[src/rtl/spim_pkg.sv]
package spim_pkg;
    localparam int unsigned REG_AW = 8;
    localparam int unsigned REG_DW = 32;

    localparam logic [REG_AW-1:0] OFS_RUN  = 8'h00;
    localparam logic [REG_AW-1:0] OFS_CTL  = 8'h04;
    localparam logic [REG_AW-1:0] OFS_TX   = 8'h3C;
    localparam logic [REG_AW-1:0] OFS_STAT = 8'h40;
    localparam logic [REG_AW-1:0] OFS_DLY  = 8'h48;
    localparam logic [REG_AW-1:0] OFS_IDLE = 8'h4C;
    localparam logic [REG_AW-1:0] OFS_FMT  = 8'h50;

    typedef enum logic [1:0] {
        ST_IDLE,
        ST_SETUP,
        ST_BITS,
        ST_HOLD
    } spim_state_e;

    typedef struct packed {
        logic       lsb;
        logic       pol;
        logic       pha;
        logic [7:0] pre;
        logic [7:0] setup;
        logic [7:0] hold;
    } spim_cfg_t;
endpackage

[src/rtl/spim_regs.sv]
module spim_regs
    import spim_pkg::*;
#(
    parameter int unsigned NCS    = 4,
    parameter int unsigned CHAR_W = 8,
    localparam int unsigned CSW   = (NCS > 1) ? $clog2(NCS) : 1
) (
    input  logic              clk,
    input  logic              rst_n,
    input  logic              wr,
    input  logic              rd,
    input  logic [REG_AW-1:0] addr,
    input  logic [REG_DW-1:0] wdata,
    output logic [REG_DW-1:0] rdata,
    input  logic              tx_full,
    input  logic              rx_valid,
    input  logic [CHAR_W-1:0] rx_data,
    output spim_cfg_t         cfg,
    output logic              run,
    output logic              enable,
    output logic [NCS-1:0]    idle_lvl,
    output logic              tx_push,
    output logic [CHAR_W-1:0] tx_data,
    output logic [CSW-1:0]    tx_cs,
    output logic              tx_hold,
    output logic              rx_pop
);
    typedef struct packed {
        logic           run;
        logic           master;
        logic           intclk;
        logic           en;
        spim_cfg_t      cfg;
        logic [NCS-1:0] idle;
    } regs_t;

    regs_t r_d, r_q;

    always_comb begin
        r_d = r_q;
        if (wr) begin
            unique case (addr)
                OFS_RUN:  r_d.run = wdata[0];
                OFS_CTL:  begin
                    r_d.master = wdata[0];
                    r_d.intclk = wdata[1];
                    r_d.en     = wdata[24];
                end
                OFS_DLY:  begin
                    r_d.cfg.setup = wdata[31:24];
                    r_d.cfg.hold  = wdata[23:16];
                end
                OFS_IDLE: r_d.idle = wdata[NCS-1:0];
                OFS_FMT:  begin
                    r_d.cfg.pre = wdata[15:8];
                    r_d.cfg.pha = wdata[16];
                    r_d.cfg.pol = wdata[17];
                    r_d.cfg.lsb = wdata[20];
                end
                default: ;
            endcase
        end
    end

    always_ff @(posedge clk or negedge rst_n) begin
        if (!rst_n) begin
            r_q      <= '0;
            r_q.idle <= '1;
        end else begin
            r_q <= r_d;
        end
    end

    always_comb begin
        rdata = '0;
        unique case (addr)
            OFS_RUN:  rdata[0] = r_q.run;
            OFS_CTL:  begin
                rdata[0]  = r_q.master;
                rdata[1]  = r_q.intclk;
                rdata[24] = r_q.en;
            end
            OFS_STAT: begin
                rdata[31]         = ~rx_valid;
                rdata[29]         = tx_full;
                rdata[CHAR_W-1:0] = rx_data;
            end
            OFS_DLY:  rdata[31:16] = {r_q.cfg.setup, r_q.cfg.hold};
            OFS_IDLE: rdata[NCS-1:0] = r_q.idle;
            OFS_FMT:  begin
                rdata[4:0]  = 5'(CHAR_W);
                rdata[15:8] = r_q.cfg.pre;
                rdata[16]   = r_q.cfg.pha;
                rdata[17]   = r_q.cfg.pol;
                rdata[20]   = r_q.cfg.lsb;
            end
            default: ;
        endcase
    end

    assign cfg      = r_q.cfg;
    assign run      = r_q.run;
    assign enable   = r_q.run & r_q.en;
    assign idle_lvl = r_q.idle;
    assign tx_push  = wr && (addr == OFS_TX) && r_q.run;
    assign tx_data  = wdata[CHAR_W-1:0];
    assign tx_cs    = wdata[16 +: CSW];
    assign tx_hold  = wdata[28];
    assign rx_pop   = rd && (addr == OFS_STAT);
endmodule

[src/rtl/spim_engine.sv]
module spim_engine
    import spim_pkg::*;
#(
    parameter int unsigned NCS    = 4,
    parameter int unsigned CHAR_W = 8,
    localparam int unsigned CSW   = (NCS > 1) ? $clog2(NCS) : 1,
    localparam int unsigned HALVES = 2 * CHAR_W,
    localparam int unsigned HW    = $clog2(HALVES)
) (
    input  logic              clk,
    input  logic              rst_n,
    input  logic              run,
    input  logic              enable,
    input  spim_cfg_t         cfg,
    input  logic [NCS-1:0]    idle_lvl,
    input  logic              push,
    input  logic [CHAR_W-1:0] push_data,
    input  logic [CSW-1:0]    push_cs,
    input  logic              push_hold,
    input  logic              pop,
    input  logic              miso,
    output logic              sck,
    output logic              mosi,
    output logic [NCS-1:0]    cs_n,
    output logic              tx_full,
    output logic              tx_load,
    output logic              rx_valid,
    output logic [CHAR_W-1:0] rx_data,
    output logic              char_done,
    output logic              busy,
    output logic              cs_act
);
    typedef struct packed {
        spim_state_e       st;
        logic [7:0]        cnt;
        logic [HW-1:0]     half;
        logic [CHAR_W-1:0] txsr;
        logic [CHAR_W-1:0] rxsr;
        logic [CSW-1:0]    cur_cs;
        logic              cur_hold;
        logic              cs_on;
        logic              hb_full;
        logic [CHAR_W-1:0] hb_data;
        logic [CSW-1:0]    hb_cs;
        logic              hb_hold;
        logic              rx_valid;
        logic [CHAR_W-1:0] rx_data;
    } eng_t;

    eng_t q, n;
    logic [7:0]        pre_eff;
    logic [8:0]        per, e_len, o_len;
    logic [7:0]        elen_m1, olen_m1;
    logic [CHAR_W-1:0] rx_new;
    logic              load, done;

    always_comb begin
        pre_eff = (cfg.pre == 8'd0) ? 8'd1 : cfg.pre;
        per     = {1'b0, pre_eff} + 9'd1;
        e_len   = (per + 9'd1) >> 1;
        o_len   = per >> 1;
        elen_m1 = e_len[7:0] - 8'd1;
        olen_m1 = o_len[7:0] - 8'd1;
    end

    always_comb begin
        n      = q;
        load   = 1'b0;
        done   = 1'b0;
        rx_new = q.rxsr;
        if (pop) n.rx_valid = 1'b0;
        unique case (q.st)
            ST_IDLE: begin
                if (q.hb_full && enable) begin
                    load       = 1'b1;
                    n.cur_cs   = q.hb_cs;
                    n.cur_hold = q.hb_hold;
                    n.txsr     = q.hb_data;
                    n.half     = '0;
                    if (q.cs_on && q.cur_cs == q.hb_cs) begin
                        n.st  = ST_BITS;
                        n.cnt = elen_m1;
                    end else begin
                        n.cs_on = 1'b1;
                        n.st    = ST_SETUP;
                        n.cnt   = cfg.setup;
                    end
                end
            end
            ST_SETUP: begin
                if (q.cnt == 8'd0) begin
                    n.st  = ST_BITS;
                    n.cnt = elen_m1;
                end else begin
                    n.cnt = q.cnt - 8'd1;
                end
            end
            ST_BITS: begin
                if (q.cnt != 8'd0) begin
                    n.cnt = q.cnt - 8'd1;
                end else begin
                    if (q.half[0] == cfg.pha)
                        rx_new = cfg.lsb ? {miso, q.rxsr[CHAR_W-1:1]}
                                         : {q.rxsr[CHAR_W-2:0], miso};
                    n.rxsr = rx_new;
                    if (cfg.pha ? (!q.half[0] && q.half != '0) : q.half[0])
                        n.txsr = cfg.lsb ? (q.txsr >> 1) : (q.txsr << 1);
                    if (q.half == HW'(HALVES - 1)) begin
                        done       = 1'b1;
                        n.rx_data  = rx_new;
                        n.rx_valid = 1'b1;
                        n.half     = '0;
                        if (q.cur_hold && q.hb_full && q.hb_cs == q.cur_cs && enable) begin
                            load       = 1'b1;
                            n.txsr     = q.hb_data;
                            n.cur_hold = q.hb_hold;
                            n.cnt      = elen_m1;
                        end else if (q.cur_hold) begin
                            n.st = ST_IDLE;
                        end else begin
                            n.st  = ST_HOLD;
                            n.cnt = cfg.hold;
                        end
                    end else begin
                        n.half = q.half + HW'(1);
                        n.cnt  = q.half[0] ? elen_m1 : olen_m1;
                    end
                end
            end
            ST_HOLD: begin
                if (q.cnt == 8'd0) begin
                    n.cs_on = 1'b0;
                    n.st    = ST_IDLE;
                end else begin
                    n.cnt = q.cnt - 8'd1;
                end
            end
            default: n.st = ST_IDLE;
        endcase
        if (load) n.hb_full = 1'b0;
        if (push && (!q.hb_full || load)) begin
            n.hb_full = 1'b1;
            n.hb_data = push_data;
            n.hb_cs   = push_cs;
            n.hb_hold = push_hold;
        end
        if (!run) begin
            n.st       = ST_IDLE;
            n.cs_on    = 1'b0;
            n.hb_full  = 1'b0;
            n.rx_valid = 1'b0;
            n.half     = '0;
        end
    end

    always_ff @(posedge clk or negedge rst_n) begin
        if (!rst_n) q <= '0;
        else        q <= n;
    end

    for (genvar i = 0; i < NCS; i++) begin : g_cs
        assign cs_n[i] = (q.cs_on && q.cur_cs == CSW'(i)) ? 1'b0 : idle_lvl[i];
    end

    assign sck       = cfg.pol ^ ((q.st == ST_BITS) & q.half[0]);
    assign mosi      = ((q.st == ST_SETUP) || (q.st == ST_BITS)) ?
                       (cfg.lsb ? q.txsr[0] : q.txsr[CHAR_W-1]) : 1'b0;
    assign tx_full   = q.hb_full;
    assign tx_load   = load;
    assign rx_valid  = q.rx_valid;
    assign rx_data   = q.rx_data;
    assign char_done = done;
    assign busy      = (q.st != ST_IDLE);
    assign cs_act    = q.cs_on;
endmodule

[src/rtl/spim_top.sv]
module spim_top
    import spim_pkg::*;
#(
    parameter int unsigned NCS    = 4,
    parameter int unsigned CHAR_W = 8,
    localparam int unsigned CSW   = (NCS > 1) ? $clog2(NCS) : 1
) (
    input  logic              clk,
    input  logic              rst_n,
    input  logic              reg_wr,
    input  logic              reg_rd,
    input  logic [REG_AW-1:0] reg_addr,
    input  logic [REG_DW-1:0] reg_wdata,
    output logic [REG_DW-1:0] reg_rdata,
    output logic              spi_sck,
    output logic              spi_mosi,
    input  logic              spi_miso,
    output logic [NCS-1:0]    spi_cs_n
);
    spim_cfg_t         cfg;
    logic              run, enable, tx_push, tx_hold, rx_pop;
    logic              tx_full, tx_load, rx_valid, char_done, busy, cs_act;
    logic [NCS-1:0]    idle_lvl;
    logic [CHAR_W-1:0] tx_data, rx_data;
    logic [CSW-1:0]    tx_cs;

    spim_regs #(.NCS(NCS), .CHAR_W(CHAR_W)) u_regs (
        .clk(clk), .rst_n(rst_n), .wr(reg_wr), .rd(reg_rd), .addr(reg_addr),
        .wdata(reg_wdata), .rdata(reg_rdata), .tx_full(tx_full),
        .rx_valid(rx_valid), .rx_data(rx_data), .cfg(cfg), .run(run),
        .enable(enable), .idle_lvl(idle_lvl), .tx_push(tx_push),
        .tx_data(tx_data), .tx_cs(tx_cs), .tx_hold(tx_hold), .rx_pop(rx_pop)
    );

    spim_engine #(.NCS(NCS), .CHAR_W(CHAR_W)) u_engine (
        .clk(clk), .rst_n(rst_n), .run(run), .enable(enable), .cfg(cfg),
        .idle_lvl(idle_lvl), .push(tx_push), .push_data(tx_data),
        .push_cs(tx_cs), .push_hold(tx_hold), .pop(rx_pop), .miso(spi_miso),
        .sck(spi_sck), .mosi(spi_mosi), .cs_n(spi_cs_n), .tx_full(tx_full),
        .tx_load(tx_load), .rx_valid(rx_valid), .rx_data(rx_data),
        .char_done(char_done), .busy(busy), .cs_act(cs_act)
    );
endmodule

[config.mk]
export PLATFORM = sky130hd
export DESIGN_NAME = spim_top
export DESIGN_NICKNAME = d
export VERILOG_FILES = /design/src/rtl/spim_pkg.sv /design/src/rtl/spim_regs.sv /design/src/rtl/spim_engine.sv /design/src/rtl/spim_top.sv
export SDC_FILE = /design/constraint.sdc
export NUM_CORES = 1
export LEC_CHECK = 0
export ABC_AREA = 1
export CORE_UTILIZATION = 25
export CTS_CLUSTER_SIZE = 10
export DETAILED_ROUTE_END_ITERATION = 8
export PLACE_DENSITY = 0.53
export SYNTH_ARGS = -nofsm -noshare
export SYNTH_HDL_FRONTEND = slang
export SYNTH_SLANG_ARGS = --single-unit
[constraint.sdc]
create_clock -name clk -period 2.61 [get_ports clk]
set_clock_uncertainty 0.2 [all_clocks]
set_input_delay 0.6525 -clock clk [delete_from_list [all_inputs] [get_ports clk]]
set_output_delay 0.6525 -clock clk [all_outputs]
set_load 0.005 [all_outputs]
==> metrics.yaml, run 1 <==
finalCriticalPeriod_ns: 2.812
overflow: 0
post-route-util_pct: 39.26
core_area_mm2: 0.02271
synthTopCellsByArea: "dfrtp_1 (37%), nand2_1 (11%), inv_1 (7.6%)"
num_antenna_cells: 0
fillerInstances: 2332
num_vias: 6089
antenna_found_initial: 0
crit_type: "in2out"
track_usage_pct: 16.26
syn_area_mm2: 0.005808
drive_above_1_share_pct: 34.30
irDropWorstVdd_mv: 0.3315
postSynth.asyncResetShare_pct: 100.0
synth_top_area_share_pct: 37.05
ys_ff_latch: 90
use_met3_pct: 2.718
port-buffer-count: 82
synth.distinct_cells: 46
clk_pin_slew_ns: 0.07
max_freq_mhz: 355.6
p_leak_nw: 4.192
rsz0062_at_grt: "yes"
synthFlopType: "dfrtp_1"
numCtsBuffers: 9
cts_root_buf: "clkbuf_16"
path_max_fanout: 3
hold_class: "in2async"
stdcell_count: 1288
top_usage_layer: "met2"
yosys_warnings: 0
regArea_mm2: 0.002257
gp_congestion: 0.8491
grt_max_degree: 35
cts_tree: "done"
multiInputGateArea_mm2: 0.003581
dp_cells: 1224
violations: "setup timing"
initial_core_util_pct: 25.58
seq_area_frac_synth_pct: 38.86
clockBufferDepth: 2
ant_nets: 0
die-area_mm2: 0.02385
die_h_um: 154.4
startpoint_type: "input port"
total_power_w: 0.004964
grt_pass1_vias: 5857
rows: 55
fin_setup_tns_ns: -2.918
hold_slack_ns: 0.04456
fp.dieW_um: 154.4
via_per_inst: 4.727
synth_nets: 856
critPathCaptureType: "output port"
finalNetCount: 1054
area_growth_pct: 53.49
powerDensity_mw_per_mm2: 556.8
status: "finished with violations"
cts-htree-levels: 3
hold_viol_final: 0
worst_pin_slew_ns: 0.4934
synthCells: 800
slew_headroom_pct: 67.11
synth_area_per_cell_um2: 7.260
maxCapViolations: 0
cts_sinks: 90
drtIter0Drc: 409
netlist.top_cell.by_area: "dfrtp_1"
finalCritPeriodShare_pct: 107.7
wirelength_um: 19750
grt_pass1_wl_um: 30410
slew_viol_final: 0
grtUsageMet1_pct: 20.34
setup-violations-final: 32
met2_usage_pct: 28.05
critPathArrivalTime_ns: 1.96
worstPathRequired_ns: 1.76
synth_edf_count: 0
drc: 0
drt_pre_antenna_iters: 5
wl_per_cell_um: 15.33
setup_slack_ns: -0.2019
clk-insertion-delay-late_ns: 0.36
dpl.hpwl_um: 13850
io_pins: 83
-- per-stage QoR --
| step | setup WS [ns] | cell area (um2) |
|---|---|---|
| after floorplan | 0.004579 | 5808 |
| after global placement | -1.004 | 7560 |
| after detailed placement | -1.081 | 7560 |
| after CTS | -0.2718 | 8267 |
| after global routing | -0.2929 | 8915 |
| final | -0.2019 | 8915 |
-- cells by family (layout without fill, tap and decap cells) --
group | after synthesis | after routing | share of synthesized area [%]
multiplexers | 6 | 6 | 1.163
AO/OA/AOI/OAI | 201 | 201 | 20.64
buffers and inverters | 154 | 357 | 10.32
flip-flops | 90 | 90 | 38.86
adder cells (fa/ha/maj) | 11 | 11 | 2.370
AND/OR/NAND/NOR | 320 | 320 | 23.80
XOR/XNOR | 18 | 18 | 2.844
-- registers in the layout, summed over array words and instances (netlist names) --
| name | flops |
|---|---|
| u_regs.cfg | 27 |
| u_engine.rx_data | 8 |
| u_regs.run | 1 |
| u_engine.q | 44 |
| u_engine.tx_full | 1 |
| u_regs.r_q | 3 |
| u_engine.rx_valid | 1 |
| u_engine.cs_act | 1 |
| u_regs.idle_lvl | 4 |
-- synth_stat cells (all sizes together) (4+ instances only) --
cell and count:
nand3 32, xnor2 6, o21ai 88, dfstp 4, xor2 12, buf 8
ha 11, o22ai 7, inv 123, nor3 11, a22oi 9, a31oi 5
dfrtp 86, o211ai 37, clkbuf 20, mux2 6, nand4 9, o31ai 4
nand2 175, nor2 87, a21oi 40
-- worst max-delay path, stage by stage --
cell and delay [ns]:
buf_6 0.10, nor2_4 0.10, inv_2 0.05, nor3_2 0.13, inv_2 0.08, nor4_4 0.13
buf_4 0.18, clkinvlp_4 0.11, buf_6 0.13, buf_6 0.10, nor2_1 0.07, buf_2 0.12
-- per-layer routing --
metal | vias to the layer above | routed length (um)
met3 | 29 | 633
met1 | 2933 | 8758
met2 | 105 | 9907
met5 | - | 0
met4 | 0 | 446
li1 | 3022 | -
-- final timing paths --
kind,startpoint,end,slack (ns),depth (start not counted)
worst max-delay path,reg_addr[1],reg_rdata[15],-0.20,12
worst min-delay path,rst_n,u_regs.cfg[20],0.04,1
min in group clk,u_regs.cfg[25],u_regs.cfg[25],0.29,2
max in group asynchronous,rst_n,u_engine.q[16],1.61,2
worst min register to register,u_regs.cfg[25],u_regs.cfg[25],0.29,2
worst max register to register,u_regs.cfg[17],u_engine.q[52],-0.05,19
-- placed cells by master (no fill, tap or decap), drive strengths merged, types with 7 or more instances in the layout --
cell,instances
nand2,175
nor3,11
ha,11
clkdlybuf4s50,39
xor2,12
nand4,9
clkbuf,15
o21ai,88
o22ai,7
a21oi,40
inv,129
buf,167
dfrtp,86
a22oi,9
nor2,87
o211ai,37
nand3,32
-- area by class of cell --
type / count / share of cell area, %
clock inverter: 7 / 1.011
timing repair inverter: 1 / 0.08421
inverter: 126 / 5.614
clock buffer: 9 / 2.526
tap: 285 / 4.000
sequential: 90 / 25.32
timing repair buffer: 214 / 21.28
multi-input combinational: 556 / 40.17
-- repair_timing --
| item | 4_1_cts | 5_1_grt |
|---|---|---|
| hold buffers | 0 | 0 |
| setup endpoints to repair | 39 | 69 |
| buffers inserted | 29 | 22 |
| gates resized for setup | 248 | 141 |
| gates cloned | 1 | 2 |
| pin swaps | 21 | 42 |
-- report_power, final --
group | internal [W] | total [W] | switching (W)
combinational | 0.000763 | 0.00182 | 0.00106
clock | 0.000774 | 0.00142 | 0.000651
sequential | 0.00157 | 0.00172 | 0.000147
Power figures use the tool's default switching activity.
==> run 2: changes to the inputs <==
--- a/config.mk
+++ b/config.mk
@@ -9,6 +9,7 @@
 export CORE_UTILIZATION = 25
 export CTS_CLUSTER_SIZE = 10
 export DETAILED_ROUTE_END_ITERATION = 8
+export HOLD_SLACK_MARGIN = 0.12
 export PLACE_DENSITY = 0.53
 export SYNTH_ARGS = -nofsm -noshare
 export SYNTH_HDL_FRONTEND = slang
==> constraint.sdc (replaced) <==
create_clock -name clk -period 2.61 [get_ports clk]
set_clock_uncertainty 0.2 [all_clocks]
set_input_delay 0.783 -clock clk [delete_from_list [all_inputs] [get_ports clk]]
set_output_delay 0.783 -clock clk [all_outputs]
set_load 0.005 [all_outputs]
==> metrics.yaml, run 2 (same netlist as run 1, synthesis figures left out) <==
status: "finished with violations"
violations: "setup timing"
cts_tree: "done"
p_sw_w: 0.001860  # +0.12%
slew_viol_final: 0  # unchanged
layout_commonest_cell: "nand2_1"
wirelength_um: 19210  # -2.7%
cp-endpoint: "reg_rdata[3]"
finalCriticalPeriod_ns: 3.014  # +0.2022 ns
drive_above_1_share_pct: 35.62  # +1.3 points
post-place-ws_ns: -1.277  # -0.1962 ns
pwr-share-clk_pct: 27.7  # -1.0 points
rsz0062_at_grt: "yes"
dpl.hpwl_um: 13760  # -0.61%
cts_hold_buf: 0  # unchanged
io_pins: 83  # unchanged
cts_root_buf: "clkbuf_16"
switching_share_pct: 37.94  # +0.51 points
slowest_stage: "o211ai_1"
drtIter0Drc: 328  # -20%
timing.rr.start: "u_regs.cfg[18]"
slew_headroom_pct: 66.45  # -0.66 points
startpoint_type: "input port"
path_max_fanout: 8  # +5
area_growth_pct: 54.80
critPathArrivalTime_ns: 2.03  # +0.07 ns
core_area_mm2: 0.02271  # unchanged
die-area_mm2: 0.02385  # unchanged
finalCritPeriodShare_pct: 115.5  # +7.7 points
grt_max_degree: 31  # -11%
maxCapViolations: 0  # unchanged
die_h_um: 154.4  # unchanged
path_cells: "buf_6, nor2_4, inv_2, nor3_4, inv_2, buf_6, nor2_4, clkinv_4, buf_12, o211ai_1, buf_2"
clk-insertion-delay-late_ns: 0.36  # about the same
intPower_w: 0.003043  # -2.0%
cts-htree-levels: 3  # unchanged
worst_pin_slew_ns: 0.4994  # +0.006012 ns
reg2reg_depth: 15  # -4
clk_pin_slew_ns: 0.07  # about the same
hold_viol_final: 0  # unchanged
fp.dieW_um: 154.4  # unchanged
via_per_inst: 4.728  # about the same
port-buffer-count: 82  # unchanged
gp_congestion: 0.9018  # +6.2%
final_cell_mix: "nand2_1 (146), inv_1 (99), buf_4 (97)"
rrSetupSlack_ns: -0.06  # about the same
irDropWorstVdd_mv: 0.3013  # -9.1%
powerDensity_mw_per_mm2: 545.4  # -2.1%
power_frac_comb_pct: 37.4  # +0.7 points
overflow: 0  # unchanged
p_leak_nw: 4.250  # +1.4%
cts_sinks: 90  # unchanged
setup_slack_ns: -0.4041  # -0.2022 ns
clockBufferDepth: 2  # unchanged
drt_pre_antenna_iters: 4  # -1
pwr-share-seq_pct: 34.9  # +0.3 points
grt_pass1_wl_um: 30300  # -0.37%
crit_type: "in2out"
rows: 55  # unchanged
initial_core_util_pct: 25.58  # unchanged
max_freq_mhz: 331.8  # -6.7%
wl_per_cell_um: 14.85  # -3.1%
worstPathRequired_ns: 1.63  # -0.13 ns
num_vias: 6113  # +0.39%
setup-violations-final: 36  # +13%
post-route-util_pct: 39.59  # +0.34 points
critPathCaptureType: "output port"
numCtsBuffers: 9  # unchanged
finalNetCount: 1059  # +0.47%
num_antenna_cells: 0  # unchanged
antenna_found_initial: 0  # unchanged
startpoint: "reg_addr[0]"
largest_register_ffs: 44  # unchanged
track_usage_pct: 16.13  # -0.13 points
grt_pass1_vias: 5744  # -1.9%
rr_endpoint: "u_engine.q[51]"
ant_nets: 0  # unchanged
hold_class: "in2async"
hold_slack_ns: 0.1361  # +0.09151 ns
top_register: "u_engine.q"
drc: 0  # unchanged
slowest_delay_ns: 0.19  # about the same
[run 2: timing repair]
| item | CTS | global route |
|---|---|---|
| gates cloned | 0 | 1 |
| setup buffers | 34 | 21 |
| resized for setup | 264 | 123 |
| pin swaps | 34 | 69 |
| endpoints found under the setup margin | 43 | 77 |
[run 2: cell type report]
cell class	instances	area, um2
Fill cell	2289	13720
Sequential cell	90	2260
Clock buffer	9	225.2
Timing Repair Buffer	220	1942
Multi-Input combinational cell	556	3636
Clock inverter	7	78.83
Tap cell	285	356.6
Inverter	126	493.0
[run 2: worst min path at each step]
stage	to	cells past startpoint
floorplan	u_regs.cfg[25]	2
CTS	u_regs.cfg[19]	1
global route	u_regs.cfg[21]	1
global placement	u_regs.cfg[25]	2
detailed placement	u_regs.cfg[25]	2
finish	u_regs.cfg[19]	1
[run 2: metrics by stage]
| stage | area (um2) | TNS, ns | power [W] | instances |
|---|---|---|---|---|
| 6_report | 8991 | -9.687 | 0.004904 | 1293 |
| 5_1_grt | 8991 | -14.68 | 0.005207 | 1293 |
| 4_1_cts | 8399 | -12.13 | 0.004705 | 1273 |
| 3_5_place_dp | 7677 | -36.83 | 0.003254 | 1227 |
| 3_3_place_gp | 7677 | -35.60 | 0.003240 | 1227 |
| 2_1_floorplan | 5877 | -0.4278 | 0.002699 | 800 |
[run 2: power groups by stage]
stage | Combinational [W] | Clock (W) | Sequential (W)
after floorplan | 0.00101 | 0 | 0.00169
after global placement | 0.00152 | 0 | 0.00172
after detailed placement | 0.00153 | 0 | 0.00172
after CTS | 0.00161 | 0.00139 | 0.00170
after global routing | 0.00203 | 0.00145 | 0.00173
final | 0.00183 | 0.00136 | 0.00171
[run 2: per-layer routing]
metal	up-vias	part of all wire [%]	global-route usage, %
met2	138	48	27.11
met5	-	0	0
met1	2907	45	20.95
li1	3038	-	-
met3	30	4.7	2.970
met4	0	2.3	4.903
[run 2: worst max-delay path, delay by kind of cell]
kind                   cells  cell delay (ns)
buffers and inverters      7             0.71
and+or+nand+nor            3             0.34
AOI/OAI and AO/OA          1             0.19
